**src/rtl/opbrk_cmp.sv**
```systemverilog
module opbrk_cmp #(
  parameter int ASID_W = 8
) (
  input  logic              clk,
  input  logic              rst_n,
  input  logic              acc_valid,
  input  logic [31:0]       acc_addr,
  input  logic [ASID_W-1:0] acc_asid,
  input  logic [2:0]        acc_size,
  input  logic [63:0]       acc_data,
  input  logic              acc_nodata,
  input  logic [31:0]       cfg_addr,
  input  logic [31:0]       cfg_amask,
  input  logic [ASID_W-1:0] cfg_asid,
  input  logic              cfg_asid_en,
  input  logic [2:0]        cfg_size,
  input  logic [31:0]       cfg_data,
  input  logic [31:0]       cfg_dmask,
  input  logic              cfg_data_en,
  input  logic [1:0]        cfg_dtype,
  output logic              brk
);
  localparam logic [2:0] SZ_ANY  = 3'b000;
  localparam logic [2:0] SZ_BYTE = 3'b001;
  localparam logic [2:0] SZ_WORD = 3'b010;
  localparam logic [2:0] SZ_LONG = 3'b011;
  localparam logic [2:0] SZ_QUAD = 3'b100;

  logic [31:0] low_ign;
  logic [7:0]  b_lane;
  logic [15:0] w_lane;
  logic [31:0] l_lane;
  logic        data_hit;

  always_comb begin
    case (cfg_size)
      SZ_QUAD: low_ign = 32'h7;
      SZ_LONG: low_ign = 32'h3;
      SZ_WORD: low_ign = 32'h1;
      default: low_ign = 32'h0;
    endcase
  end

  wire addr_hit = ((acc_addr ^ cfg_addr) & ~(cfg_amask | low_ign)) == 32'h0;
  wire size_hit = (cfg_size == SZ_ANY) || (acc_size == cfg_size);
  wire asid_hit = !cfg_asid_en || (acc_asid == cfg_asid);

  assign b_lane = acc_data[{acc_addr[2:0], 3'b000} +: 8];
  assign w_lane = acc_data[{acc_addr[2:1], 4'b0000} +: 16];
  assign l_lane = acc_data[{acc_addr[2], 5'b00000} +: 32];

  wire hi_hit = ((acc_data[63:32] ^ cfg_data) & ~cfg_dmask) == 32'h0;
  wire lo_hit = ((acc_data[31:0]  ^ cfg_data) & ~cfg_dmask) == 32'h0;

  always_comb begin
    case (acc_size)
      SZ_BYTE: data_hit = ((b_lane ^ cfg_data[7:0])  & ~cfg_dmask[7:0])  == 8'h0;
      SZ_WORD: data_hit = ((w_lane ^ cfg_data[15:0]) & ~cfg_dmask[15:0]) == 16'h0;
      SZ_LONG: data_hit = ((l_lane ^ cfg_data)       & ~cfg_dmask)       == 32'h0;
      SZ_QUAD: data_hit = hi_hit || lo_hit;
      default: data_hit = 1'b0;
    endcase
  end

  wire data_ok = !cfg_data_en || (cfg_dtype[1] && !acc_nodata && data_hit);
  wire hit     = acc_valid && addr_hit && size_hit && asid_hit && data_ok;

  always_ff @(posedge clk) begin
    if (!rst_n) brk <= 1'b0;
    else        brk <= hit;
  end
endmodule

```
**config.mk**
```make
export PLATFORM = sky130hd
export DESIGN_NAME = opbrk_cmp
export DESIGN_NICKNAME = d
export VERILOG_FILES = /design/src/rtl/opbrk_cmp.sv
export SDC_FILE = /design/constraint.sdc
export NUM_CORES = 1
export LEC_CHECK = 0
export ABC_AREA = 1
export CAP_MARGIN = 20
export CORE_ASPECT_RATIO = 1.5
export CORE_MARGIN = 8
export CORE_UTILIZATION = 55
export DETAILED_ROUTE_END_ITERATION = 12
export DONT_BUFFER_PORTS = 1
export HOLD_SLACK_MARGIN = 0.06
export PLACE_DENSITY = 0.77
export SLEW_MARGIN = 20
export SYNTH_ARGS = -nofsm -noshare
export SYNTH_HDL_FRONTEND = slang
export SYNTH_SLANG_ARGS = --single-unit
```
**constraint.sdc**
```tcl
create_clock -name clk -period 2.1 [get_ports clk]
set_clock_uncertainty 0.05 [all_clocks]
set_input_delay 0.105 -clock clk [delete_from_list [all_inputs] [get_ports clk]]
set_output_delay 0.105 -clock clk [all_outputs]
set_load 0.005 [all_outputs]
```
# [After elaboration in Yosys (flattened, before gate mapping)]
# Index checks and enable logic that the tools add are counted.
[word_totals] memories=0 register_bits=1 output_inout_bits=1 romBits=0 ramBits=0 latchBits=0 elab_cells=52
[classes] n_eq_ne=9 n_mux=2 bitwise=17 n_shift=3 n_reduce_logical=20 addsub=0 n_div=0 mul=0 n_lt_le_gt_ge=0
[op_table] op="$and A32 B32 Y32" count=4
[op_table] op="$logic_not A32 Y1" count=4
[op_table] op="$xor A32 B32 Y32" count=4
[op_table] op="$not A32 Y32" count=2
[op_table] op="$shiftx A64 B7 Y16" count=1
[op_table] op="$shiftx A64 B7 Y32" count=1
[op_table] op="$shiftx A64 B7 Y8" count=1
[op_table] op="$or A32 B32 Y32" count=1
[op_table] op="$and A16 B16 Y16" count=1
[op_table] op="$logic_not A16 Y1" count=1
[op_table] op="$not A16 Y16" count=1
[op_table] op="$xor A16 B16 Y16" count=1
[op_table] op="$eq A3 B2 Y1 const B" count=4
[op_table] op="$pmux W3 S3" count=1
[op_table] op="$and A8 B8 Y8" count=1
[op_table] op="$eq A8 B8 Y1" count=1
[op_table] op="$logic_not A8 Y1" count=1
[op_table] op="$not A8 Y8" count=1
[op_table] op="$xor A8 B8 Y8" count=1
[op_table] op="$eq A3 B3 Y1 const B" count=2
[op_table] op="$logic_and A1 B1 Y1" count=6
[op_table] op="$logic_or A1 B1 Y1" count=4
[op_table] op="$pmux W1 S4" count=1
[op_table] op="$eq A3 B1 Y1 const B" count=1
[op_table] op="other kinds (3)" count=5

# [Logic depth before layout (Yosys ltp)]
[logic_depth] depth_word=10 depth_mapped=17 ltp_nobuf=15

# [Worst setup path before layout]
# No wires, ideal clock.
[synth_path] path_kind="input port to flip-flop" startpoint="in acc_addr[2]" endpoint="reg brk" path_stages=16 t_required_ns=1.984 arrival_time_ns=1.251 setup_ns=0.066 setup_slack_ns=0.733 path_cell_list="buf_6 > buf_6 > buf_6 > nand2_1 > nand3_1 > nand3_1 > nand2_1 > nor2_1 > nand2_1 > nor2_1 > nand3_1 > nand2_1 > nor2_1 > nand2_1 > nand2_1 > a21oi_2"
[synth_between] elab_chain_len=8
[synth_lines] item="start, declared" line="7" rtl="input logic [31:0] acc_addr,"
[synth_lines] item="$shiftx A64 B7 Y32, or another cell as far along" line="50" rtl="assign l_lane = acc_data[{acc_addr[2], 5'b00000} +: 32];"
[synth_lines] item="$xor A32 B32 Y32, or another cell as far along" line="59" rtl="SZ_LONG: data_hit = ((l_lane ^ cfg_data) & ~cfg_dmask) == 32'h0;"
[synth_lines] item="$and A32 B32 Y32, or another cell as far along" line="59"
[synth_lines] item="$logic_not A32 Y1, or another cell as far along" line="59"
[synth_lines] item="$pmux W1 S4" line="56" rtl="case (acc_size)"
[synth_lines] item="$logic_and A1 B1 Y1" line="65" rtl="wire data_ok = !cfg_data_en || (cfg_dtype[1] && !acc_nodata && data_hit);"
[synth_lines] item="$logic_or A1 B1 Y1" line="65"
[synth_lines] item="$logic_and A1 B1 Y1 (*)" line="66" rtl="wire hit = acc_valid && addr_hit && size_hit && asid_hit && data_ok;"
[synth_lines] item="end signal, assigned" line="70" rtl="else brk <= hit;"
[synth_lines] item="end, declared" line="21" rtl="output logic brk"
# Every way passes the cells marked *; elsewhere a longest branch is shown, timed or not.
# A chain may end at the register's enable or synchronous reset.

# [Worst setup path in the final report]
# Ends and elaborated chain as after synthesis.

==> flow_summary.json <==
{
  "arrival_ns": 1.65,
  "cp_max_fo": 59,
  "ant_nets": 0,
  "largest_reg_flops": 1,
  "ios": 255,
  "internal_power_mw": 0.345,
  "die_area_um2": 11400,
  "synth_edf_count": 0,
  "p_leak_nw": 2.65,
  "powerDensity_nw_per_um2": 187,
  "ctsHoldBuffers": 0,
  "rows": 40,
  "endpoint_kind": "flop",
  "cp.required_ns": 1.98,
  "synth_area_um2": 4510,
  "largest_registers": "brk x1",
  "syn-num-nets": 1265,
  "setup_viol": 0,
  "yosys-mux-area-fraction_pct": 0,
  "syn_to_final_growth_pct": -0.804,
  "hpwl_um": 15900,
  "drc": 0,
  "crit_type": "primary input to flop",
  "grt_pass1_wl_um": 28700,
  "wire_per_inst_um": 17.2,
  "ys_types": 30,
  "yosys.area_share.simple_pct": 67.8,
  "start_util_pct": 56.3,
  "yosysSeqAreaShare_pct": 0.444,
  "min_period_ns": 1.77,
  "fin_setup_tns_ns": 0,
  "grt_max_degree": 63,
  "synthTopCellsByCount": "nand2_1, nand3_1, inv_1",
  "drv_slew": 0,
  "port_buffers": 0,
  "fin_crit_sh_pct": 84.2,
  "synth-seq-cells": 1,
  "antenna_cells": 0,
  "syn_area_per_cell_um2": 4.46,
  "clkSlewWorstSetupHoldPaths_ns": 0,
  "yosysMostFrequentCell": "nand2_1",
  "power.net_switching_mw": 0.490,
  "yosys.area.top_type_share_pct": 35.9,
  "regMostFlops": "brk",
  "first_global_vias": 5897,
  "num-nets-final": 1241,
  "synth_top_flop_cell": "dfxtp_1",
  "grt_use_total_pct": 30.4,
  "synth_top_family_by_area": "simple AND/OR/NAND/NOR gates",
  "switching_share_pct": 58.6,
  "max_slew_margin_pct": 70.7,
  "overflow": 0,
  "cts_resized": 0,
  "grt_setup_unrepaired": "no",
  "hold_violations": 0,
  "outcome": "completed",
  "drt_iter0_drc": 544,
  "die_w_um": 90.0,
  "crit_path_start": "acc_addr[2]",
  "core_um2": 8010,
  "synthXorXnorAreaFrac_pct": 5.05,
  "final_cells": 1090,
  "drive_above_1_share_pct": 1.02,
  "routed_wl_um": 18700,
  "synth_area_leaders": "nand2_1, nand3_1, inv_1, nor2_1, xnor2_1",
  "power_frac_seq_pct": 2.3,
  "cts_setup_buffers": 0,
  "pwr-share-comb_pct": 97.7,
  "drv_cap": 0,
  "drt_pass1_iterations": 7,
  "vias": 6447,
  "tightest_slew_ns": 0.439,
  "synth_adder_area_share_pct": 0,
  "synth_compound_area_share_pct": 10.7,
  "place_inst": 1090,
  "vias_per_cell": 5.91,
  "holdPathStages": 1,
  "fmax_ghz": 0.566,
  "cp-start-kind": "primary input",
  "antenna_found_initial": 0,
  "clock_power_share_pct": 0,
  "max-vdd-ir-drop_uv": 94.2,
  "gp_congestion": 1.05,
  "async_flop_share_pct": 0,
  "syn_inst": 1011,
  "synth_top_area_cell": "nand2_1",
  "min_from": "cfg_data_en",
  "die_h_um": 127,
  "yosysWarnings": 0,
  "hold_path.class": "primary input to flop"
}
[power groups by stage]
stage | combinational, mW | clock (mW) | sequential [mW]
3_5_place_dp | 0.802 | 0 | 0.0194
3_3_place_gp | 0.786 | 0 | 0.0194
4_1_cts | 0.805 | 0 | 0.0194
2_1_floorplan | 0.712 | 0 | 0.0194
6_report | 0.815 | 0 | 0.0194
5_1_grt | 0.928 | 0 | 0.0194
[through the flow]
step	worst slack [ns]	hold WS [ns]	cell area (µm²)	power [mW]	util [%]
3_3_place_gp	0.404	0.139	4480	0.806	55.9
6_report	0.332	0.140	4480	0.835	55.9
5_1_grt	0.152	0.145	4480	0.947	55.9
2_1_floorplan	0.733	0.138	4510	0.731	-
3_5_place_dp	0.372	0.141	4480	0.821	55.9
4_1_cts	0.373	0.141	4480	0.824	55.9
[worst paths after layout]
check / to
setup / recovery: brk
hold / removal: brk
[logic make-up after synthesis]
family / count (synthesis)
buffers and inverters: 171
DFF: 1
AOI/OAI and AO/OA: 80
and+or+nand+nor: 733
xor gates and xnor gates: 26
[area by class of cell]
type | instances | area (µm²)
timing repair buffer | 2 | 15.0
sequential | 1 | 20.0
fill | 905 | 3530
inverter | 143 | 542
multi-input combinational | 839 | 3770
tap | 105 | 131
[routing by layer]
layer / track usage [%] / up-vias / wire length (µm)
met2: 56.3 / 435 / 9270
met4: 19.5 / 0 / 1360
met1: 27.9 / 2740 / 5780
met5: 0 / - / 0
li1: - / 3172 / -
met3: 9.86 / 100 / 2320
[critical path, stage by stage]
cell     delay (ns)
inv_6          0.31
nand2_1        0.16
nand2_1        0.09
nand2_1        0.05
nand3_1        0.11
nand2_1        0.06
nor2_1         0.12
nand2_1        0.06
nor2_1         0.11
nand3_1        0.08
nand2_1        0.06
nor2_1         0.04
nand2_1        0.08
nand2_1        0.07
a21oi_2        0.10
[layout by cell type (no fill, tap or decap)]
| cell type | instances |
|---|---|
| inv_1 | 142 |
| a21oi_2 | 1 |
| nor3b_1 | 1 |
| or2_2 | 4 |
| inv_6 | 1 |
| o22ai_1 | 7 |
| a21oi_1 | 21 |
| dfxtp_1 | 1 |
| a32oi_1 | 1 |
| xor2_1 | 1 |
| o2111ai_1 | 2 |
| nor2_1 | 72 |
| buf_4 | 2 |
| nor3_1 | 5 |
| a32o_1 | 1 |
| a221oi_1 | 1 |
| o21ai_1 | 3 |
| nand3_2 | 1 |
| nand2_2 | 1 |
| nand3_1 | 212 |
| nand4_1 | 4 |
| o221ai_1 | 1 |
| nor4_1 | 1 |
| o21ai_0 | 24 |
| o211ai_1 | 18 |
| xnor2_1 | 25 |
| nand2_1 | 432 |
Note: power is estimated with default switching activity, not from simulation.
